### src/rtl/sbs_pkg.sv
package sbs_pkg;

   // Chooses how the burst order is set: by the order pin or fixed in hardware.
   typedef enum logic [1:0] {
      ORD_PIN = 2'd0,
      ORD_LIN = 2'd1,
      ORD_ILV = 2'd2
   } order_sel_e;

endpackage

### src/rtl/sbs_burst_ctr.sv
module sbs_burst_ctr
   import sbs_pkg::*;
#(
   parameter int         ADDR_W    = 6,
   parameter int         BURST_W   = 2,
   parameter order_sel_e ORDER_SEL = ORD_PIN
) (
   input  logic              clk_i,
   input  logic              rst_ni,
   input  logic              load_i,
   input  logic              step_i,
   input  logic              lin_i,
   input  logic [ADDR_W-1:0] adr_i,
   output logic [ADDR_W-1:0] cur_o,
   output logic [ADDR_W-1:0] nxt_o
);

   logic [ADDR_W-1:0]  base_q;
   logic [BURST_W-1:0] cnt_q;
   logic [BURST_W-1:0] cnt_nxt;
   logic               lin_eff;

   initial begin
      assert (BURST_W >= 1 && BURST_W < ADDR_W)
         else $error("burst width must be below address width");
   end

   generate
      if (ORDER_SEL == ORD_LIN) begin : g_fix_lin
         logic unused_lin;
         assign unused_lin = lin_i;
         assign lin_eff    = 1'b1;
      end else if (ORDER_SEL == ORD_ILV) begin : g_fix_ilv
         logic unused_lin;
         assign unused_lin = lin_i;
         assign lin_eff    = 1'b0;
      end else begin : g_pin
         assign lin_eff = lin_i;
      end
   endgenerate

   function automatic logic [BURST_W-1:0] seq_idx(input logic [BURST_W-1:0] b,
                                                  input logic [BURST_W-1:0] k,
                                                  input logic lin);
      return lin ? (b + k) : (b ^ k);
   endfunction

   assign cnt_nxt = cnt_q + BURST_W'(1);
   assign cur_o   = {base_q[ADDR_W-1:BURST_W], seq_idx(base_q[BURST_W-1:0], cnt_q, lin_eff)};
   assign nxt_o   = {base_q[ADDR_W-1:BURST_W], seq_idx(base_q[BURST_W-1:0], cnt_nxt, lin_eff)};

   always_ff @(posedge clk_i or negedge rst_ni) begin
      if (!rst_ni) begin
         base_q <= '0;
         cnt_q  <= '0;
      end else if (load_i) begin
         base_q <= adr_i;
         cnt_q  <= '0;
      end else if (step_i) begin
         cnt_q  <= cnt_nxt;
      end
   end

   AST_LOAD_BASE: assert property (@(posedge clk_i) disable iff (!rst_ni)
      load_i |=> cur_o == $past(adr_i));

   AST_STEP_KEEPS_HI: assert property (@(posedge clk_i) disable iff (!rst_ni)
      (step_i && !load_i) |=> cur_o[ADDR_W-1:BURST_W] == $past(cur_o[ADDR_W-1:BURST_W]));

endmodule

### src/rtl/sbs_array.sv
module sbs_array #(
   parameter int ADDR_W = 6,
   parameter int LANE_W = 9,
   parameter int LANES  = 4
) (
   input  logic                      clk_i,
   input  logic                      wr_en_i,
   input  logic [LANES-1:0]          wr_mask_i,
   input  logic [ADDR_W-1:0]         wr_addr_i,
   input  logic [LANES*LANE_W-1:0]   wr_data_i,
   input  logic                      rd_en_i,
   input  logic [ADDR_W-1:0]         rd_addr_i,
   output logic [LANES*LANE_W-1:0]   rd_data_o
);

   localparam int DEPTH = 1 << ADDR_W;

   initial begin
      assert (DEPTH * LANES <= 4096) else $error("array too large for a model");
      assert (LANE_W >= 1 && LANES >= 1) else $error("bad lane geometry");
   end

   generate
      for (genvar l = 0; l < LANES; l++) begin : g_lane
         logic [LANE_W-1:0] lane_mem [DEPTH];
         logic [LANE_W-1:0] rd_q;

         always_ff @(posedge clk_i) begin
            if (wr_en_i && wr_mask_i[l]) begin
               lane_mem[wr_addr_i] <= wr_data_i[l*LANE_W +: LANE_W];
            end
         end

         always_ff @(posedge clk_i) begin
            if (rd_en_i) begin
               rd_q <= lane_mem[rd_addr_i];
            end
         end

         assign rd_data_o[l*LANE_W +: LANE_W] = rd_q;
      end
   endgenerate

endmodule

### src/rtl/sbs_out_stage.sv
module sbs_out_stage (
   input  logic clk_i,
   input  logic rst_ni,
   input  logic rd_pend_i,
   input  logic kill_i,
   input  logic oe_ni,
   output logic en_o
);

   logic valid_q;

   always_ff @(posedge clk_i or negedge rst_ni) begin
      if (!rst_ni) begin
         valid_q <= 1'b0;
      end else if (kill_i) begin
         valid_q <= 1'b0;
      end else begin
         valid_q <= rd_pend_i;
      end
   end

   assign en_o = valid_q & ~oe_ni;

   AST_KILL_OFF: assert property (@(posedge clk_i) disable iff (!rst_ni)
      kill_i |=> !en_o);

endmodule

### src/rtl/sync_burst_sram.sv
module sync_burst_sram
   import sbs_pkg::*;
#(
   parameter int         ADDR_W    = 6,
   parameter int         LANE_W    = 9,
   parameter int         LANES     = 4,
   parameter int         BURST_W   = 2,
   parameter order_sel_e ORDER_SEL = ORD_PIN
) (
   input  logic                    clk_i,
   input  logic                    rst_ni,
   input  logic [ADDR_W-1:0]       adr_i,
   input  logic                    pstb_ni,
   input  logic                    cstb_ni,
   input  logic                    adv_ni,
   input  logic                    sel1_ni,
   input  logic                    sel2_i,
   input  logic                    sel3_ni,
   input  logic                    gwe_ni,
   input  logic                    bwe_ni,
   input  logic [LANES-1:0]        bsel_ni,
   input  logic [LANES*LANE_W-1:0] wdata_i,
   input  logic                    oe_ni,
   input  logic                    order_lin_i,
   output logic [LANES*LANE_W-1:0] rdata_o,
   output logic                    rdata_en_o
);

   logic              sel_ok, p_hit, strobe;
   logic              start, desel, cont;
   logic              wr_req, wr_en, rd_next, step;
   logic [LANES-1:0]  wr_mask;
   logic [ADDR_W-1:0] cur_addr, nxt_addr, wr_addr;
   logic              act_q, rd_pend_q;

   // strobe qualification and access decode
   assign sel_ok  = !sel1_ni && sel2_i && !sel3_ni;
   assign p_hit   = !pstb_ni && !sel1_ni;
   assign strobe  = p_hit || !cstb_ni;
   assign start   = strobe && sel_ok;
   assign desel   = strobe && !sel_ok;
   assign cont    = !strobe && act_q;

   assign wr_req  = !gwe_ni || !bwe_ni;
   assign wr_mask = !gwe_ni ? {LANES{1'b1}} : (!bwe_ni ? ~bsel_ni : {LANES{1'b0}});

   assign wr_en   = (start && !p_hit && wr_req) || (cont && wr_req);
   assign rd_next = (start && (p_hit || !wr_req)) || (cont && !wr_req);
   assign step    = cont && !adv_ni;
   assign wr_addr = start ? adr_i : (step ? nxt_addr : cur_addr);

   always_ff @(posedge clk_i or negedge rst_ni) begin
      if (!rst_ni) begin
         act_q     <= 1'b0;
         rd_pend_q <= 1'b0;
      end else begin
         if (start) begin
            act_q <= 1'b1;
         end else if (desel) begin
            act_q <= 1'b0;
         end
         rd_pend_q <= rd_next;
      end
   end

   sbs_burst_ctr #(
      .ADDR_W    (ADDR_W),
      .BURST_W   (BURST_W),
      .ORDER_SEL (ORDER_SEL)
   ) ctr_i (
      .clk_i  (clk_i),
      .rst_ni (rst_ni),
      .load_i (start),
      .step_i (step),
      .lin_i  (order_lin_i),
      .adr_i  (adr_i),
      .cur_o  (cur_addr),
      .nxt_o  (nxt_addr)
   );

   sbs_array #(
      .ADDR_W (ADDR_W),
      .LANE_W (LANE_W),
      .LANES  (LANES)
   ) array_i (
      .clk_i     (clk_i),
      .wr_en_i   (wr_en),
      .wr_mask_i (wr_mask),
      .wr_addr_i (wr_addr),
      .wr_data_i (wdata_i),
      .rd_en_i   (rd_pend_q),
      .rd_addr_i (cur_addr),
      .rd_data_o (rdata_o)
   );

   sbs_out_stage out_i (
      .clk_i     (clk_i),
      .rst_ni    (rst_ni),
      .rd_pend_i (rd_pend_q),
      .kill_i    (desel),
      .oe_ni     (oe_ni),
      .en_o      (rdata_en_o)
   );

   AST_FIRST_OFF: assert property (@(posedge clk_i) disable iff (!rst_ni)
      (start && !act_q) |=> !rdata_en_o);

   AST_PSTB_IGNORED: assert property (@(posedge clk_i) disable iff (!rst_ni)
      (sel1_ni && cstb_ni) |=> act_q == $past(act_q));

   AST_DATA_HAS_READ: assert property (@(posedge clk_i) disable iff (!rst_ni)
      rdata_en_o |-> $past(rd_pend_q));

endmodule

### config.mk
export PLATFORM = sky130hd
export DESIGN_NAME = sync_burst_sram
export DESIGN_NICKNAME = d
export VERILOG_FILES = /design/src/rtl/sbs_pkg.sv /design/src/rtl/sbs_burst_ctr.sv /design/src/rtl/sbs_array.sv /design/src/rtl/sbs_out_stage.sv /design/src/rtl/sync_burst_sram.sv
export SDC_FILE = /design/constraint.sdc
export NUM_CORES = 2
export LEC_CHECK = 0
export CORE_MARGIN = 2
export CORE_UTILIZATION = 30
export CTS_BUF_LIST = sky130_fd_sc_hd__clkbuf_4 sky130_fd_sc_hd__clkbuf_8
export DETAILED_ROUTE_END_ITERATION = 8
export PLACE_DENSITY_LB_ADDON = 0.2
export REMOVE_ABC_BUFFERS = 1
export SLEW_MARGIN = 20
export SYNTH_ARGS = -nofsm -noshare
export SYNTH_HDL_FRONTEND = slang
export SYNTH_SLANG_ARGS = --single-unit
### constraint.sdc
create_clock -name clk_i -period 4 [get_ports clk_i]
set_input_delay 0.4 -clock clk_i [delete_from_list [all_inputs] [get_ports clk_i]]
set_output_delay 0.4 -clock clk_i [all_outputs]
set_load 0.01 [all_outputs]
==> metrics.cfg <==
[synthesis]
synth_seq_cells = 2351
yosys.cell_types.count = 52
synth_warnings = 0
synth.avg_cell_area_sq_um = 18.16
synth-edff-count = 2340
netlist_area_sq_mm = 0.09230
synth_ff_type = edfxtp_1
yosysSeqAreaShare_pct = 76.43
postSynthCellCount = 5083
async_flop_share_pct = 0.4679

[setup_path]
crit_path_end_kind = flip-flop
r2r_slack_ns = 0.34
max_stage_delay_ns = 1.00
r2r-end = array_i.g_lane[3].rd_q[4]
reg2reg_depth = 9
startpoint = ctr_i.cnt_q[0]
worstPathArrival_ns = 4.35
cp_max_fo = 40
cp.required_ns = 4.70
slowest_stage = o41ai_1
critPathLaunchType = flip-flop
r2r-start = ctr_i.cnt_q[0]
crit_type = flip-flop to flip-flop
crit_end = array_i.g_lane[3].rd_q[4]
crit_path_cell_trace = ha_1 > nand2_1 > buf_4 > nand2_2 > buf_12 > o221ai_1 > a221oi_1 > o41ai_1 > o2bb2ai_1

[pwr]
p_comb_share_pct = 22.9
p_per_area_mw_per_mm2 = 569.5
pwr-share-clk_pct = 33.2
p_int_w = 0.04368
swShare_pct = 29.99
power.switching_w = 0.01871
p_total_w = 0.06239
p_seq_share_pct = 43.9
vdd_drop_max_uv = 295.9
p_leak_nw = 35.58

[routing]
post-route-drc-count = 0
num_vias = 51537
drt_iter0_drc = 5357
wire_per_inst_um = 27.95
dr.pass1.iters = 6
via_per_inst = 5.035
wirelength_um = 286100
ant_nets = 0

[clock_tree]
cts_resized = 0
h-tree-depth = 5
cts_setup_buffers = 0
clk_path_buf_depth = 4
cts_buffers = 393
root_buffer = clkbuf_8
cts_sinks = 2351
cts.clk_slew.worst_paths_ns = 0.06
cts_tree = yes
insertion_delay_ns = 1.01

[global_route]
grt_pass1_wl_um = 403600
antenna_found_initial = 15
grt_overflow = 0
grt_pass1_vias = 52317
grt_usage_pct = 18.12
grt_max_degree = 71

[flow_run]
maxCapViolCount = 0

[floorplanning]
die_area_sq_mm = 0.3121
io_pins = 95
fp.dieH_um = 558.7
die_width_um = 558.7
initial_core_util_pct = 30.16
rows = 203
core-area_sq_mm = 0.3061

[final_layout]
layout.nets = 5869
drive_above_1_share_pct = 26.64
final_common_cell = edfxtp_1
syn_to_final_growth_pct = 18.67
final_cell_mix = edfxtp_1, nor2_1, buf_4
utilization_pct = 35.79

[hold_path]
whs_path_depth = 1
hp-class = primary input to flip-flop
hold_start = wdata_i[14]

[place]
hpwl_um = 182000
gp_congestion = 0.8316
port-buffer-count = 94

[timing]
hold_ws_ns = 0.08349
rsz0062_at_grt = false
finalMaxSlewViolations = 0
fin_skew_ns = 0.05476
max_clock_freq_mhz = 273.5
setup-tns-final_ns = 0
hold_viol_final = 0
relSlewSlack_pct = 20.99
period_share_pct = 91.41
setup_viol = 0
worstMarginPinSlew_ns = 1.182
period_needed_ns = 3.656

[status]
status = complete, no violations

==> worst min-delay path by stage <==
stage                                        end
6_report       array_i.g_lane[1].lane_mem[44][5]
5_1_grt        array_i.g_lane[1].lane_mem[44][5]
4_1_cts        array_i.g_lane[1].lane_mem[53][4]
3_5_place_dp                     ctr_i.base_q[0]
3_3_place_gp                     ctr_i.base_q[0]
2_1_floorplan                              act_q
==> state kept, by name (all words and copies together), names as in the netlist <==
| signal | flops |
|---|---|
| out_i.valid_q | 1 |
| ctr_i.base_q | 6 |
| rd_pend_q | 1 |
| act_q | 1 |
| array_i.g_lane.lane_mem | 2304 |
| array_i.g_lane.rd_q | 36 |
| ctr_i.cnt_q | 2 |
==> cells in the mapped netlist, types with 35 or more instances <==
| master | number | area (sq um) |
|---|---|---|
| a21oi_1 | 50 | 250.2 |
| a31oi_1 | 52 | 325.3 |
| buf_1 | 35 | 131.4 |
| buf_2 | 107 | 535.5 |
| clkbuf_1 | 177 | 664.4 |
| edfxtp_1 | 2340 | 70270 |
| mux2i_1 | 211 | 2112 |
| mux4_2 | 413 | 9301 |
| nand2_1 | 487 | 1828 |
| nand3_1 | 80 | 400.4 |
| nor2_1 | 648 | 2432 |
| o221ai_1 | 67 | 586.8 |
| o41ai_1 | 37 | 324.1 |
==> kinds of logic after synthesis <==
logic type / after synthesis / synth area share (%)
AOI/OAI and AO/OA: 471 / 3.901
buffers and inverters: 325 / 1.471
adders and majority gates: 2 / 0.02711
and+or+nand+nor: 1289 / 5.555
DFF: 2351 / 76.43
muxes: 637 / 12.52
xor gates and xnor gates: 8 / 0.09218
==> worst max-delay path: cells and delay by family, from the launching register on <==
family | cells | cell delay, ns
adders and majority gates | 1 | 0.22
and+or+nand+nor | 2 | 0.65
DFF | 1 | 0.43
buffers and inverters | 2 | 0.58
AOI/OAI and AO/OA | 4 | 1.47
==> metal layers <==
metal	up-vias	track usage, %	share of wire, %
li1	21865	-	-
met1	27492	25.63	44
met2	1765	28.97	47
met3	413	2.881	5.7
met4	2	4.783	2.6
met5	-	0	0.0038
==> final cells by class <==
cell class	count	area (sq um)
inverter	5	18.77
clock buffer	532	6496
antenna	17	42.54
timing repair buffer	651	5693
multi-input combinational	2407	20620
clock inverter	172	973.4
fill	28803	196500
tap	4100	5130
sequential	2351	70560
==> power by group through the flow <==
stage	Sequential [W]	Combinational, W	Clock, W
after floorplan	0.0280	0.00749	0
after global placement	0.0279	0.0144	0
after detailed placement	0.0279	0.0144	0
after CTS	0.0274	0.0145	0.0213
after global routing	0.0274	0.0151	0.0223
final	0.0274	0.0143	0.0207
==> through the flow <==
stage | cell area (sq um) | instances | setup WS, ns
after global placement | 101800 | 9494 | -0.1047
after detailed placement | 101800 | 9494 | -0.1109
final | 109500 | 10235 | 0.3435
after CTS | 109500 | 10216 | 0.2671
after floorplan | 90960 | 4763 | -28.42
after global routing | 109500 | 10235 | 0.2080
==> timing repair <==
item,4_1_cts,5_1_grt
endpoints found under the hold margin,359,10
endpoints found under the setup margin,0,0
hold buffers,18,1
No activity file was read; power rests on OpenSTA's default activity.
